File: config.mk
export PLATFORM = sky130hd
export DESIGN_NAME = toeplitz_digest
export DESIGN_NICKNAME = d
export VERILOG_FILES = /design/src/rtl/tsd_pkg.sv /design/src/rtl/tsd_shift_reg.sv /design/src/rtl/tsd_accum.sv /design/src/rtl/tsd_ctrl.sv /design/src/rtl/toeplitz_digest.sv
export SDC_FILE = /design/constraint.sdc
export NUM_CORES = 1
export LEC_CHECK = 0
export ABC_AREA = 1
export ABC_CLOCK_PERIOD_IN_PS = 1350
export BUFFER_PORTS_ARGS = -buffer_cell sky130_fd_sc_hd__buf_2
export CAP_MARGIN = 40
export CORE_MARGIN = 4
export CORE_UTILIZATION = 56
export CTS_CLUSTER_DIAMETER = 150
export CTS_CLUSTER_SIZE = 16
export DETAILED_ROUTE_END_ITERATION = 10
export GPL_TIMING_DRIVEN = 1
export HOLD_SLACK_MARGIN = 0.02
export PLACE_DENSITY = 0.79
export SKIP_CTS_REPAIR_TIMING = 1
export SLEW_MARGIN = 0
export SYNTH_ARGS = -nofsm -noshare
export SYNTH_HDL_FRONTEND = slang
export SYNTH_SLANG_ARGS = --single-unit
File: constraint.sdc
create_clock -name clk -period 1.35 [get_ports clk]
set_input_delay 0.405 -clock clk [delete_from_list [all_inputs] [get_ports clk]]
set_output_delay 0.405 -clock clk [all_outputs]
set_load 0.02 [all_outputs]
File: src/rtl/tsd_pkg.sv
package tsd_pkg;

   // Message framing state of the controller
   typedef enum logic [0:0] {
      TSD_IDLE = 1'b0,
      TSD_OPEN = 1'b1
   } tsd_state_e;

   // Smallest digest width the block supports
   localparam int unsigned TSD_MIN_WIDTH = 2;

endpackage

File: src/rtl/tsd_shift_reg.sv
module tsd_shift_reg #(
   parameter int unsigned WIDTH = 32
) (
   input  logic             clk,
   input  logic             rst_n,
   input  logic             load_i,
   input  logic [WIDTH-1:0] key_i,
   input  logic             shift_i,
   input  logic             bit_i,
   output logic [WIDTH-1:0] q_o,
   output logic [WIDTH-1:0] next_o
);
   localparam int unsigned TOP = WIDTH - 1;

   logic [WIDTH-1:0] q_r;

   if (WIDTH < tsd_pkg::TSD_MIN_WIDTH) begin : g_width_chk
      $error("tsd_shift_reg: WIDTH below minimum");
   end

   // Post-shift value, one slice per bit position
   for (genvar i = 0; i < WIDTH; i++) begin : g_slice
      if (i == TOP) begin : g_msb
         assign next_o[i] = bit_i;
      end else begin : g_body
         assign next_o[i] = q_r[i+1];
      end
   end

   always_ff @(posedge clk or negedge rst_n) begin
      if (!rst_n) begin
         q_r <= '0;
      end else if (load_i) begin
         q_r <= key_i;
      end else if (shift_i) begin
         q_r <= next_o;
      end
   end

   assign q_o = q_r;

   AST_MSB_FROM_BIT: assert property (@(posedge clk) disable iff (!rst_n)
      (shift_i && !load_i) |=> (q_r[TOP] == $past(bit_i)))
      else $error("msb not refilled from message bit");

   AST_HOLD_NO_SHIFT: assert property (@(posedge clk) disable iff (!rst_n)
      (!shift_i && !load_i) |=> $stable(q_r))
      else $error("hash register moved without shift");

endmodule

File: src/rtl/tsd_accum.sv
module tsd_accum #(
   parameter int unsigned WIDTH     = 32,
   parameter bit          AND_GATED = 1'b1
) (
   input  logic             clk,
   input  logic             rst_n,
   input  logic             clear_i,
   input  logic             add_i,
   input  logic             bit_i,
   input  logic [WIDTH-1:0] val_i,
   output logic [WIDTH-1:0] acc_o,
   output logic [WIDTH-1:0] acc_next_o
);
   logic [WIDTH-1:0] acc_r;
   logic [WIDTH-1:0] term;
   logic             take;

   if (WIDTH < tsd_pkg::TSD_MIN_WIDTH) begin : g_width_chk
      $error("tsd_accum: WIDTH below minimum");
   end

   assign take = add_i & bit_i;

   // Two ways to gate the folded term: bitwise AND or a word multiplexer
   if (AND_GATED) begin : g_and
      assign term = val_i & {WIDTH{take}};
   end else begin : g_mux
      always_comb begin
         if (take) term = val_i;
         else      term = '0;
      end
   end

   assign acc_next_o = acc_r ^ term;

   always_ff @(posedge clk or negedge rst_n) begin
      if (!rst_n) begin
         acc_r <= '0;
      end else if (clear_i) begin
         acc_r <= '0;
      end else begin
         acc_r <= acc_next_o;
      end
   end

   assign acc_o = acc_r;

   AST_CLEAR_ZERO: assert property (@(posedge clk) disable iff (!rst_n)
      clear_i |=> (acc_r == '0))
      else $error("accumulator not cleared");

   AST_ZERO_BIT_HOLD: assert property (@(posedge clk) disable iff (!rst_n)
      (!clear_i && !(add_i && bit_i)) |=> $stable(acc_r))
      else $error("accumulator changed on zero bit");

endmodule

File: src/rtl/tsd_ctrl.sv
module tsd_ctrl (
   input  logic clk,
   input  logic rst_n,
   input  logic start_i,
   input  logic vld_i,
   input  logic last_i,
   output logic open_o,
   output logic load_o,
   output logic shift_o,
   output logic finish_o,
   output logic done_o
);
   import tsd_pkg::*;

   tsd_state_e state_r;
   tsd_state_e state_n;
   logic       done_r;
   logic       bit_take;

   // No bit is taken in a start cycle
   assign bit_take = (state_r == TSD_OPEN) && vld_i && !start_i;
   assign load_o   = start_i;
   assign shift_o  = bit_take;
   assign finish_o = (start_i && last_i) || (bit_take && last_i);

   always_comb begin
      state_n = state_r;
      if (start_i) begin
         state_n = last_i ? TSD_IDLE : TSD_OPEN;
      end else if (bit_take && last_i) begin
         state_n = TSD_IDLE;
      end
   end

   always_ff @(posedge clk or negedge rst_n) begin
      if (!rst_n) begin
         state_r <= TSD_IDLE;
         done_r  <= 1'b0;
      end else begin
         state_r <= state_n;
         done_r  <= finish_o;
      end
   end

   assign open_o = (state_r == TSD_OPEN);
   assign done_o = done_r;

   AST_DONE_AFTER_LAST: assert property (@(posedge clk) disable iff (!rst_n)
      (open_o && vld_i && last_i && !start_i) |=> (done_o && !open_o))
      else $error("no done after last bit");

   AST_IDLE_IGNORED: assert property (@(posedge clk) disable iff (!rst_n)
      (!open_o && !start_i) |=> (!done_o && !open_o))
      else $error("idle input produced activity");

   AST_EMPTY_DONE: assert property (@(posedge clk) disable iff (!rst_n)
      (start_i && last_i) |=> (done_o && !open_o))
      else $error("empty message not closed");

   AST_RESTART_OPEN: assert property (@(posedge clk) disable iff (!rst_n)
      (start_i && !last_i) |=> (open_o && !done_o))
      else $error("start did not open message");

endmodule

File: src/rtl/toeplitz_digest.sv
module toeplitz_digest #(
   parameter int unsigned WIDTH     = 32,
   parameter bit          AND_GATED = 1'b1
) (
   input  logic             clk,
   input  logic             rst_n,
   input  logic             start_i,
   input  logic [WIDTH-1:0] key_i,
   input  logic             bit_vld_i,
   input  logic             bit_i,
   input  logic             bit_last_i,
   output logic [WIDTH-1:0] digest_o,
   output logic             done_o
);
   logic             open_w;
   logic             load_w;
   logic             shift_w;
   logic             finish_w;
   logic [WIDTH-1:0] hreg_q;
   logic [WIDTH-1:0] hreg_next;
   logic [WIDTH-1:0] acc_q;
   logic [WIDTH-1:0] acc_next;
   logic [WIDTH-1:0] digest_r;

   if (WIDTH < tsd_pkg::TSD_MIN_WIDTH) begin : g_width_chk
      $error("toeplitz_digest: WIDTH below minimum");
   end

   tsd_ctrl u_ctrl (
      .clk      (clk),
      .rst_n    (rst_n),
      .start_i  (start_i),
      .vld_i    (bit_vld_i),
      .last_i   (bit_last_i),
      .open_o   (open_w),
      .load_o   (load_w),
      .shift_o  (shift_w),
      .finish_o (finish_w),
      .done_o   (done_o)
   );

   tsd_shift_reg #(.WIDTH(WIDTH)) u_hreg (
      .clk     (clk),
      .rst_n   (rst_n),
      .load_i  (load_w),
      .key_i   (key_i),
      .shift_i (shift_w),
      .bit_i   (bit_i),
      .q_o     (hreg_q),
      .next_o  (hreg_next)
   );

   tsd_accum #(.WIDTH(WIDTH), .AND_GATED(AND_GATED)) u_acc (
      .clk        (clk),
      .rst_n      (rst_n),
      .clear_i    (load_w),
      .add_i      (shift_w),
      .bit_i      (bit_i),
      .val_i      (hreg_next),
      .acc_o      (acc_q),
      .acc_next_o (acc_next)
   );

   // Output holding register, refreshed only when a message closes
   always_ff @(posedge clk or negedge rst_n) begin
      if (!rst_n) begin
         digest_r <= '0;
      end else if (finish_w) begin
         digest_r <= load_w ? '0 : acc_next;
      end
   end

   assign digest_o = digest_r;

   AST_DIGEST_HOLD: assert property (@(posedge clk) disable iff (!rst_n)
      done_o || $stable(digest_o))
      else $error("digest moved outside done");

   AST_NO_BIT_ON_START: assert property (@(posedge clk) disable iff (!rst_n)
      start_i |=> (hreg_q == $past(key_i)))
      else $error("key not loaded cleanly");

   AST_OPEN_TRACK: assert property (@(posedge clk) disable iff (!rst_n)
      (open_w && !bit_vld_i && !start_i) |=> ($stable(acc_q) && open_w))
      else $error("gap cycle altered state");

endmodule

==> results of run 1 <==
per-layer routing:
layer	vias to the layer above	global-route usage, %
met4	0	7.88
met3	22	6.13
met1	2044	30.1
met5	-	0
met2	183	38.4
li1	1983	-
layout by cell type, fill, tap and decap left out, drive strengths merged:
master       synthesis  final
clkbuf              12     15
nand3               64     64
o21ai                1      1
inv                 36     36
dfrtp               97     97
dlygate4sd3          0      1
nor2                35     35
clkinv               0      2
nand2              220    220
clkinvlp             0      2
nand4               62     62
buf                 24    110
a21oi                1      1
area by class of cell:
| class | instances | area [sq um] | area share [%] |
|---|---|---|---|
| multi-input combinational | 383 | 1770 | 31.7 |
| sequential | 97 | 2430 | 43.5 |
| clock buffer | 11 | 151 | 2.71 |
| tap | 102 | 128 | 2.29 |
| inverter | 36 | 135 | 2.42 |
| clock inverter | 4 | 28.8 | 0.516 |
| timing repair buffer | 115 | 937 | 16.8 |
sequential cells by signal, indices dropped and copies added, names as in the netlist:
signal	cells
u_acc.acc_o	32
u_hreg.q_o	31
digest_o	32
u_ctrl.done_o	1
u_ctrl.open_o	1
Yosys cell counts:
master    count  share of area, %
buf_4         4              0.68
nand3_1      64               7.3
nor2_2        1              0.14
a21oi_2       1              0.20
inv_1        35               3.0
o21ai_1       1              0.11
nand2_1     220                19
buf_2        12               1.4
inv_2         1             0.085
clkbuf_1     12               1.0
nor2_1       33               2.8
nand4_1      62               8.8
dfrtp_1      97                55
nor2_4        1              0.25
buf_1         8              0.68
cells by family after synthesis:
| kind of cell | count (synthesis) |
|---|---|
| AO/OA/AOI/OAI | 2 |
| buffers and inverters | 72 |
| flip-flops | 97 |
| AND/OR/NAND/NOR | 381 |
stage by stage:
step | setup TNS [ns] | setup slack (ns)
finish | -0.110 | -0.0350
global route | -3.55 | -0.122
CTS | 0 | 0.000656
detailed placement | -4.88 | -0.128
global placement | -2.71 | -0.110
floorplan | 0 | 0.109
power breakdown:
| part | switching (mW) | internal (mW) | total, mW |
|---|---|---|---|
| clock | 0.980 | 0.761 | 1.74 |
| combinational | 0.517 | 0.342 | 0.859 |
| sequential | 0.165 | 3.07 | 3.24 |
| total | 1.66 | 4.18 | 5.84 |
critical path: cells and delay by family (launching register included):
family	cells	cell delay, ns
flip-flops	1	0.41
AND/OR/NAND/NOR	6	0.61
buffers and inverters	2	0.31
how the worst min path moves through the flow:
stage / cells after the start / startpoint / endpoint
floorplan: 0 / rst_n / digest_o[0]$_DFFE_PN0P_
global route: 3 / key_i[4] / u_hreg.q_o[4]$_DFFE_PN0P_
detailed placement: 1 / rst_n / digest_o[9]$_DFFE_PN0P_
finish: 3 / key_i[4] / u_hreg.q_o[4]$_DFFE_PN0P_
global placement: 1 / rst_n / digest_o[9]$_DFFE_PN0P_
CTS: 1 / rst_n / digest_o[9]$_DFFE_PN0P_
==> impl_metrics.tcl, run 1 <==
set metrics [dict create \
    cts_buffers 9 \
    routed_wl_mm 11.5 \
    synth_mux_area_share_pct 0 \
    die_w_um 96.8 \
    synthXorXnorAreaFrac_pct 0 \
    dr_wl_met2_mm 5.73 \
    drive_gt1_share_pct 23.7 \
    finalMaxSlewViolations 0 \
    skew_ns 0.00920 \
    utilization_pct 72.5 \
    synth-seq-area-share_pct 55.0 \
    overflow 0 \
    rsz0062_at_grt "yes" \
    num_antenna_cells 0 \
    yosys_warnings 0 \
    hold_class "input pin to flop" \
    setup_violations 5 \
    core_sq_um 7690 \
    synth_area_per_cell_sq_um 8.00 \
    crit_start "u_ctrl.open_o$_DFFE_PN0P_" \
    htree_levels 3 \
    globalplace.congestion 0.841 \
    setup_slack_ns -0.0350 \
    die_area_sq_um 9370 \
    path_clk_slew_ns 0.09 \
    cts.sinks 97 \
    report.power.total_mw 5.84 \
    violations "negative setup slack" \
    cts_tree "done" \
    clockBufferDepth 2 \
    grtUsageTotal_pct 23.4 \
    r2r_start "u_ctrl.open_o$_DFFE_PN0P_" \
    path_class "flop to flop" \
    rr_worst_depth 8 \
    grt_first_pass_wirelength_mm 18.3 \
    start_kind "flop" \
    power-per-cell-area_nw_per_um2 1050 \
    maxCapViolCount 0 \
    synth_top_family_by_area "simple AND/OR/NAND/NOR gates" \
    slew-limit-headroom_pct 76.7 \
    ir_drop_mv 0.631 \
    r2r-end "digest_o[22]$_DFFE_PN0P_" \
    synth-simple-area-share_pct 37.9 \
    fmax_ghz 0.722 \
    firstDrtPassIters 6 \
    first_iter_violations 294 \
    grt_max_degree 45 \
    final_cell_area_sq_um 5580 \
    postSynthCellCount 552 \
    start_util_pct 57.5 \
    crit_path_end_kind "flop" \
    wl_met1_mm 4.81 \
    yosys.area_share.adder_pct 0 \
    routed-wl-met3_um 852 \
    crit_path_cell_trace "nand2_2, nor2_4, buf_12, clkbuf_16, nand3_1, nand2_1, nand4_1, nand2_1" \
    root_buffer "clkbuf_8" \
    synth.net_count 590 \
    leakagePower_nw 2.92 \
    synth_cell_type_count 15 \
    fin_crit_sh_pct 103 \
    pin_count 71 \
    nets 680 \
    netlist_area_sq_um 4420 \
    postRouteAntennaNets 0 \
    cp_max_fo 6 \
    dp_hpwl_mm 7.19 \
    antenna_found_initial 0 \
    holdWs_ns 0.254 \
    die_height_um 96.8 \
    dr.max_layer_used "met4" \
    grt_pass1_vias 4053 \
    worstMarginPinSlew_ns 0.350 \
    viasPerCell 5.66 \
    drc 0 \
    areaGrowthSynthToFinish_pct 26.3 \
    status "finished, violations left" \
    critical-path-max-stage-delay_ns 0.41 \
    place_inst 709 \
    ys_ff_latch 97 \
    io_buffers 69 \
    cp.arrival_ns 1.68 \
    clk_latency_ns 0.36 \
    hold_violations 0 \
    reg2reg_slack_ns -0.04 \
    crit_end "digest_o[22]$_DFFE_PN0P_" \
    num_vias 4232 \
    rows 32 \
    path_common_cell "nand2_1" \
    post_dp_cell_area_sq_um 5000 \
    synth-compound-area-share_pct 0.312 \
    period_minus_slack_ns 1.39 \
    fillers 591 \
    wl_per_cell_um 15.4 \
    worstPathRequired_ns 1.65 \
    instances_no_fill 748 \
    slowest_stage "dfrtp_1" \
]
(Power assumes the default switching activity.)
==> inputs of run 2 (changes only) <==
--- a/config.mk
+++ b/config.mk
@@ -8,15 +8,18 @@
 export ABC_AREA = 1
 export ABC_CLOCK_PERIOD_IN_PS = 1350
 export BUFFER_PORTS_ARGS = -buffer_cell sky130_fd_sc_hd__buf_2
-export CAP_MARGIN = 40
+export CAP_MARGIN = 20
+export CELL_PAD_IN_SITES_DETAIL_PLACEMENT = 1
+export CELL_PAD_IN_SITES_GLOBAL_PLACEMENT = 2
 export CORE_MARGIN = 4
-export CORE_UTILIZATION = 56
+export CORE_UTILIZATION = 33
 export CTS_CLUSTER_DIAMETER = 150
 export CTS_CLUSTER_SIZE = 16
 export DETAILED_ROUTE_END_ITERATION = 10
+export GPL_ROUTABILITY_DRIVEN = 0
 export GPL_TIMING_DRIVEN = 1
 export HOLD_SLACK_MARGIN = 0.02
-export PLACE_DENSITY = 0.79
+export PLACE_DENSITY_LB_ADDON = 0.1
 export SKIP_CTS_REPAIR_TIMING = 1
 export SLEW_MARGIN = 0
 export SYNTH_ARGS = -nofsm -noshare
==> run 2 against run 1 <==
Net effect:
- the run now ends clean
- via count down 2.8%
- clock skew shrank 0.0024 ns
- utilization fell by 30 points
- die area up 63%
- combinational power grew 0.6%
- final area rose by 1.0%
- fmax up 4.9%
- non-clock buffer count shrank 12
- setup slack improved by 0.065 ns
- register-to-register slack gained 0.08 ns
- count of clock-buffer cells in the layout grew 3
- final cell count up 8.4%
- critical endpoint is now digest_o[1]
- largest cell class unchanged
- highest routed layer unchanged
==> impl_metrics.tcl, run 2 (synthesized netlist as in run 1, its figures left out) <==
set metrics [dict create \
    fmax_ghz 0.758 \
    viasPerCell 5.07 \
    die_w_um 124 \
    grtUsageTotal_pct 17.9 \
    path_clk_slew_ns 0.07 \
    first_iter_violations 248 \
    internal-power_mw 4.86 \
    finalSetupTns_ns 0 \
    pwr-share-seq_pct 48.7 \
    die_area_sq_um 15300 \
    firstDrtPassIters 4 \
    clockPowerShare_pct 38.3 \
    period_minus_slack_ns 1.32 \
    path_class "flop to output pin" \
    cp.arrival_ns 0.91 \
    status "completed" \
    critPathTopFamily "flip-flops" \
    wl_per_cell_um 16.4 \
    htree_levels 3 \
    cp_max_fo 2 \
    fillers 1622 \
    routed_wl_mm 13.3 \
    worstPathRequired_ns 0.95 \
    power-per-cell-area_nw_per_um2 1180 \
    slew-limit-headroom_pct 77.6 \
    nets 668 \
    finalMaxSlewViolations 0 \
    worstMarginPinSlew_ns 0.335 \
    switching_share_pct 26.9 \
    fin_crit_sh_pct 97.8 \
    p_comb_share_pct 13.0 \
    post_dp_cell_area_sq_um 5180 \
    core_sq_um 13200 \
    overflow 0 \
    drive_gt1_share_pct 19.2 \
    rsz0062_at_grt "yes" \
    ir_drop_mv 0.715 \
    crit_path_cell_trace "buf_2" \
    grt_pass1_vias 4240 \
    areaGrowthSynthToFinish_pct 27.5 \
    clk_latency_ns 0.35 \
    slowest_stage "dfrtp_1" \
    num_antenna_cells 0 \
    rows 42 \
    pin_count 71 \
    leakagePower_nw 2.92 \
    crit_path_end_kind "output pin" \
    die_height_um 124 \
    root_buffer "clkbuf_16" \
    clockBufferDepth 2 \
    cts_tree "done" \
    mostFrequentLayoutCells "nand2_1 (219), dfrtp_1 (97), buf_2 (67)" \
    final_common_cell "nand2_1" \
    hold_violations 0 \
    final_cell_area_sq_um 5630 \
    antenna_found_initial 0 \
    cts_buffers 9 \
    dp_hpwl_mm 8.64 \
    grt_max_degree 43 \
    postRouteAntennaNets 0 \
    skew_ns 0.00681 \
    switchingPower_mw 1.79 \
    maxCapViolCount 0 \
    hold_class "input pin to flop" \
    start_util_pct 33.5 \
    reg2reg_slack_ns 0.04 \
    critical-path-max-stage-delay_ns 0.40 \
    grt_first_pass_wirelength_mm 21.3 \
    io_buffers 69 \
    setup_violations 0 \
    crit_buf_inv 1 \
    drc 0 \
    num_vias 4114 \
    cts.sinks 97 \
    start_kind "flop" \
]
[run 2: cell types whose count changed in the layout (fill, tap and decap cells not counted), sizes merged]
cell,previous run,this run
clkbuf,15,18
clkinvlp,2,0
buf,110,98
[run 2: power groups by stage]
stage | clock (mW) | combinational [mW] | sequential, mW
3_3_place_gp | 0 | 0.799 | 3.28
4_1_cts | 2.62 | 0.824 | 3.23
3_5_place_dp | 0 | 0.821 | 3.29
5_1_grt | 2.74 | 0.970 | 3.26
6_report | 2.55 | 0.864 | 3.24
2_1_floorplan | 0 | 0.372 | 3.29
[run 2: cell type report]
type	instances	area, sq um	area share (%)
Sequential cell	97	2430	43.1
Multi-Input combinational cell	383	1700	30.3
Timing Repair Buffer	103	852	15.1
Clock buffer	14	284	5.04
Tap cell	176	220	3.91
Inverter	36	135	2.40
Clock inverter	2	10.0	0.178
[run 2: worst paths after layout]
| path | start | end | depth (start not counted) |
|---|---|---|---|
| min in group asynchronous | rst_n | digest_o[7]$_DFFE_PN0P_ | 2 |
| max in group asynchronous | rst_n | u_hreg.q_o[29]$_DFFE_PN0P_ | 3 |
| worst max register to register | u_ctrl.open_o$_DFFE_PN0P_ | digest_o[23]$_DFFE_PN0P_ | 8 |
| worst min register to register | digest_o[8]$_DFFE_PN0P_ | digest_o[8]$_DFFE_PN0P_ | 2 |
| worst max-delay path | digest_o[1]$_DFFE_PN0P_ | digest_o[1] | 1 |
| worst min-delay path | key_i[5] | u_hreg.q_o[5]$_DFFE_PN0P_ | 3 |
[run 2: routing by layer]
layer | global-route usage, % | share of wire, % | vias to the layer above
met3 | 2.45 | 3.4 | 17
li1 | - | - | 1959
met4 | 6.78 | 1.9 | 0
met5 | 0 | 0 | -
met1 | 25.2 | 49 | 2061
met2 | 28.1 | 45 | 77
[run 2: metrics by stage]
step / utilization (%) / worst slack, ns / hold slack [ns] / std cells / power [mW]
finish: 42.7 / 0.0300 / 0.277 / 811 / 6.65
floorplan: - / 0.109 / 0.109 / 552 / 3.66
global route: 42.7 / -0.0344 / 0.284 / 811 / 6.98
global placement: 39.3 / -0.0929 / 0.328 / 788 / 4.08
CTS: 41.5 / 0.00571 / -0.0445 / 804 / 6.68
detailed placement: 39.3 / -0.119 / 0.334 / 788 / 4.11
==> inputs of run 3 (changes only) <==
--- a/config.mk
+++ b/config.mk
@@ -12,7 +12,7 @@
 export CELL_PAD_IN_SITES_DETAIL_PLACEMENT = 1
 export CELL_PAD_IN_SITES_GLOBAL_PLACEMENT = 2
 export CORE_MARGIN = 4
-export CORE_UTILIZATION = 33
+export CORE_UTILIZATION = 35
 export CTS_CLUSTER_DIAMETER = 150
 export CTS_CLUSTER_SIZE = 16
 export DETAILED_ROUTE_END_ITERATION = 10
@@ -24,4 +24,5 @@
 export SLEW_MARGIN = 0
 export SYNTH_ARGS = -nofsm -noshare
 export SYNTH_HDL_FRONTEND = slang
+export SYNTH_HIERARCHICAL = 1
 export SYNTH_SLANG_ARGS = --single-unit
==> run 3 against run 2 <==
Net effect:
- routed wire length increased by 12%
- combinational power up 24%
- utilization grew 4.3 points
- final area up 11%
- largest cell class unchanged
- die area is 2.8% higher
- area after synthesis rose by 9.2%
- global-route usage fell by 1.3 points
- critical path type is now flop to flop
- largest power group unchanged
- the run now ends with negative setup slack left
- critical endpoint is now digest_o[26]$_DFFE_PN0P_
- clock skew down 0.0012 ns
==> impl_metrics.tcl, run 3 <==
set metrics [dict create \
    hold_class "input pin to flop" \
    worstPathRequired_ns 1.64 \
    status "finished, violations left" \
    fmax_ghz 0.677 \
    crit_path_end_kind "flop" \
    htree_levels 3 \
    cts.sinks 97 \
    grt_pass1_vias 4229 \
    clockBufferDepth 2 \
    postSynthCellCount 563 \
    drc 0 \
    clk_latency_ns 0.35 \
    skew_ns 0.00566 \
    first_iter_violations 147 \
    cts_tree "done" \
    num_antenna_cells 0 \
    cp.arrival_ns 1.76 \
    viasPerCell 5.05 \
    firstDrtPassIters 4 \
    path_common_cell "buf_12" \
    crit_path_cell_trace "nand2_2, buf_4, buf_6, a21boi_4, buf_12, buf_12, nand3_1, nand2_1" \
    start_kind "flop" \
    grt_first_pass_wirelength_mm 21.4 \
    io_buffers 69 \
    nets 691 \
    postRouteAntennaNets 0 \
    root_buffer "clkbuf_16" \
    dp_hpwl_mm 8.53 \
    setup_slack_ns -0.128 \
    final_common_cell "nand2_1" \
    mostFrequentLayoutCells "nand2_1 (153), nand3_1 (111), dfrtp_1 (97)" \
    yosys_warnings 6 \
    synth_area_per_cell_sq_um 8.57 \
    place_inst 795 \
    wl_per_cell_um 17.9 \
    instances_no_fill 834 \
    antenna_found_initial 0 \
    holdWs_ns 0.238 \
    worstMarginPinSlew_ns 0.425 \
    grtUsageTotal_pct 16.6 \
    leakagePower_nw 3.15 \
    violations "negative setup slack" \
    critical-path-max-stage-delay_ns 0.37 \
    start_util_pct 36.1 \
    path_clk_slew_ns 0.07 \
    netlist_area_sq_um 4820 \
    ir_drop_mv 0.478 \
    die_area_sq_um 15700 \
    pin_count 71 \
    routed_wl_mm 14.9 \
    hold_violations 0 \
    die_w_um 125 \
    cp_max_fo 8 \
    drive_gt1_share_pct 31.9 \
    fin_crit_sh_pct 109 \
    synth.net_count 601 \
    slowest_stage "dfrtp_1" \
    finalMaxSlewViolations 0 \
    core_sq_um 13300 \
    setup_violations 59 \
    power-per-cell-area_nw_per_um2 1070 \
    path_class "flop to flop" \
    overflow 0 \
    areaGrowthSynthToFinish_pct 30.0 \
    rows 42 \
    grt_max_degree 48 \
    die_height_um 125 \
    period_minus_slack_ns 1.48 \
    slew-limit-headroom_pct 71.7 \
    rsz0062_at_grt "yes" \
    maxCapViolCount 0 \
    cts_buffers 9 \
    num_vias 4208 \
]
run 3: power breakdown:
part / switching [mW] / internal, mW
logic: 0.632 / 0.439
clock network: 1.18 / 1.25
registers: 0.162 / 3.06
total: 1.97 / 4.75
run 3: path summary, 6_finish.rpt:
path / start / to / slack, ns / cells past startpoint
worst max-delay path: u_ctrl/open_o$_DFFE_PN0P_ / digest_o[26]$_DFFE_PN0P_ / -0.13 / 8
worst min-delay path: bit_last_i / u_ctrl/open_o$_DFFE_PN0P_ / 0.24 / 2
worst max register to register: u_ctrl/open_o$_DFFE_PN0P_ / digest_o[26]$_DFFE_PN0P_ / -0.13 / 8
worst min register to register: digest_o[13]$_DFFE_PN0P_ / digest_o[13]$_DFFE_PN0P_ / 0.48 / 2
max in group asynchronous: rst_n / u_hreg/q_o[22]$_DFFE_PN0P_ / 0.33 / 3
min in group asynchronous: rst_n / digest_o[4]$_DFFE_PN0P_ / 0.51 / 2
run 3: layout make-up:
cell class / count / area [sq um]
repair buffers: 118 / 1100
multi-input cells: 389 / 2060
repair inverters: 2 / 27.5
clock buffers: 9 / 225
clock inverters: 7 / 47.5
fillers: 1618 / 7080
flip-flops and latches: 97 / 2430
well taps: 176 / 220
inverters: 36 / 161
run 3: critical path, delay by kind of cell (launching register included):
| kind | cells | cell delay [ns] |
|---|---|---|
| buffers and inverters | 4 | 0.60 |
| DFF | 1 | 0.37 |
| and+or+nand+nor | 3 | 0.27 |
| AOI/OAI and AO/OA | 1 | 0.17 |
run 3: stage by stage:
step	util, %	setup TNS, ns	worst slack, ns	area [sq um]	total power [mW]
floorplan	-	0	0.0367	4820	3.78
global placement	40.2	-8.52	-0.147	5370	4.08
detailed placement	40.2	-9.30	-0.176	5370	4.11
CTS	42.3	-1.61	-0.0618	5640	6.53
global route	47.0	-9.39	-0.188	6270	7.03
finish	47.0	-3.46	-0.128	6270	6.72
run 3: per-layer routing:
| layer | global-route usage, % | share of wire (%) | wire length [um] | vias up |
|---|---|---|---|---|
| li1 | - | - | - | 2051 |
| met1 | 23.0 | 47 | 7030 | 2075 |
| met2 | 26.6 | 48 | 7160 | 70 |
| met3 | 3.11 | 3.6 | 532 | 12 |
| met4 | 4.97 | 1.2 | 181 | 0 |
| met5 | 0 | 0 | 0 | - |
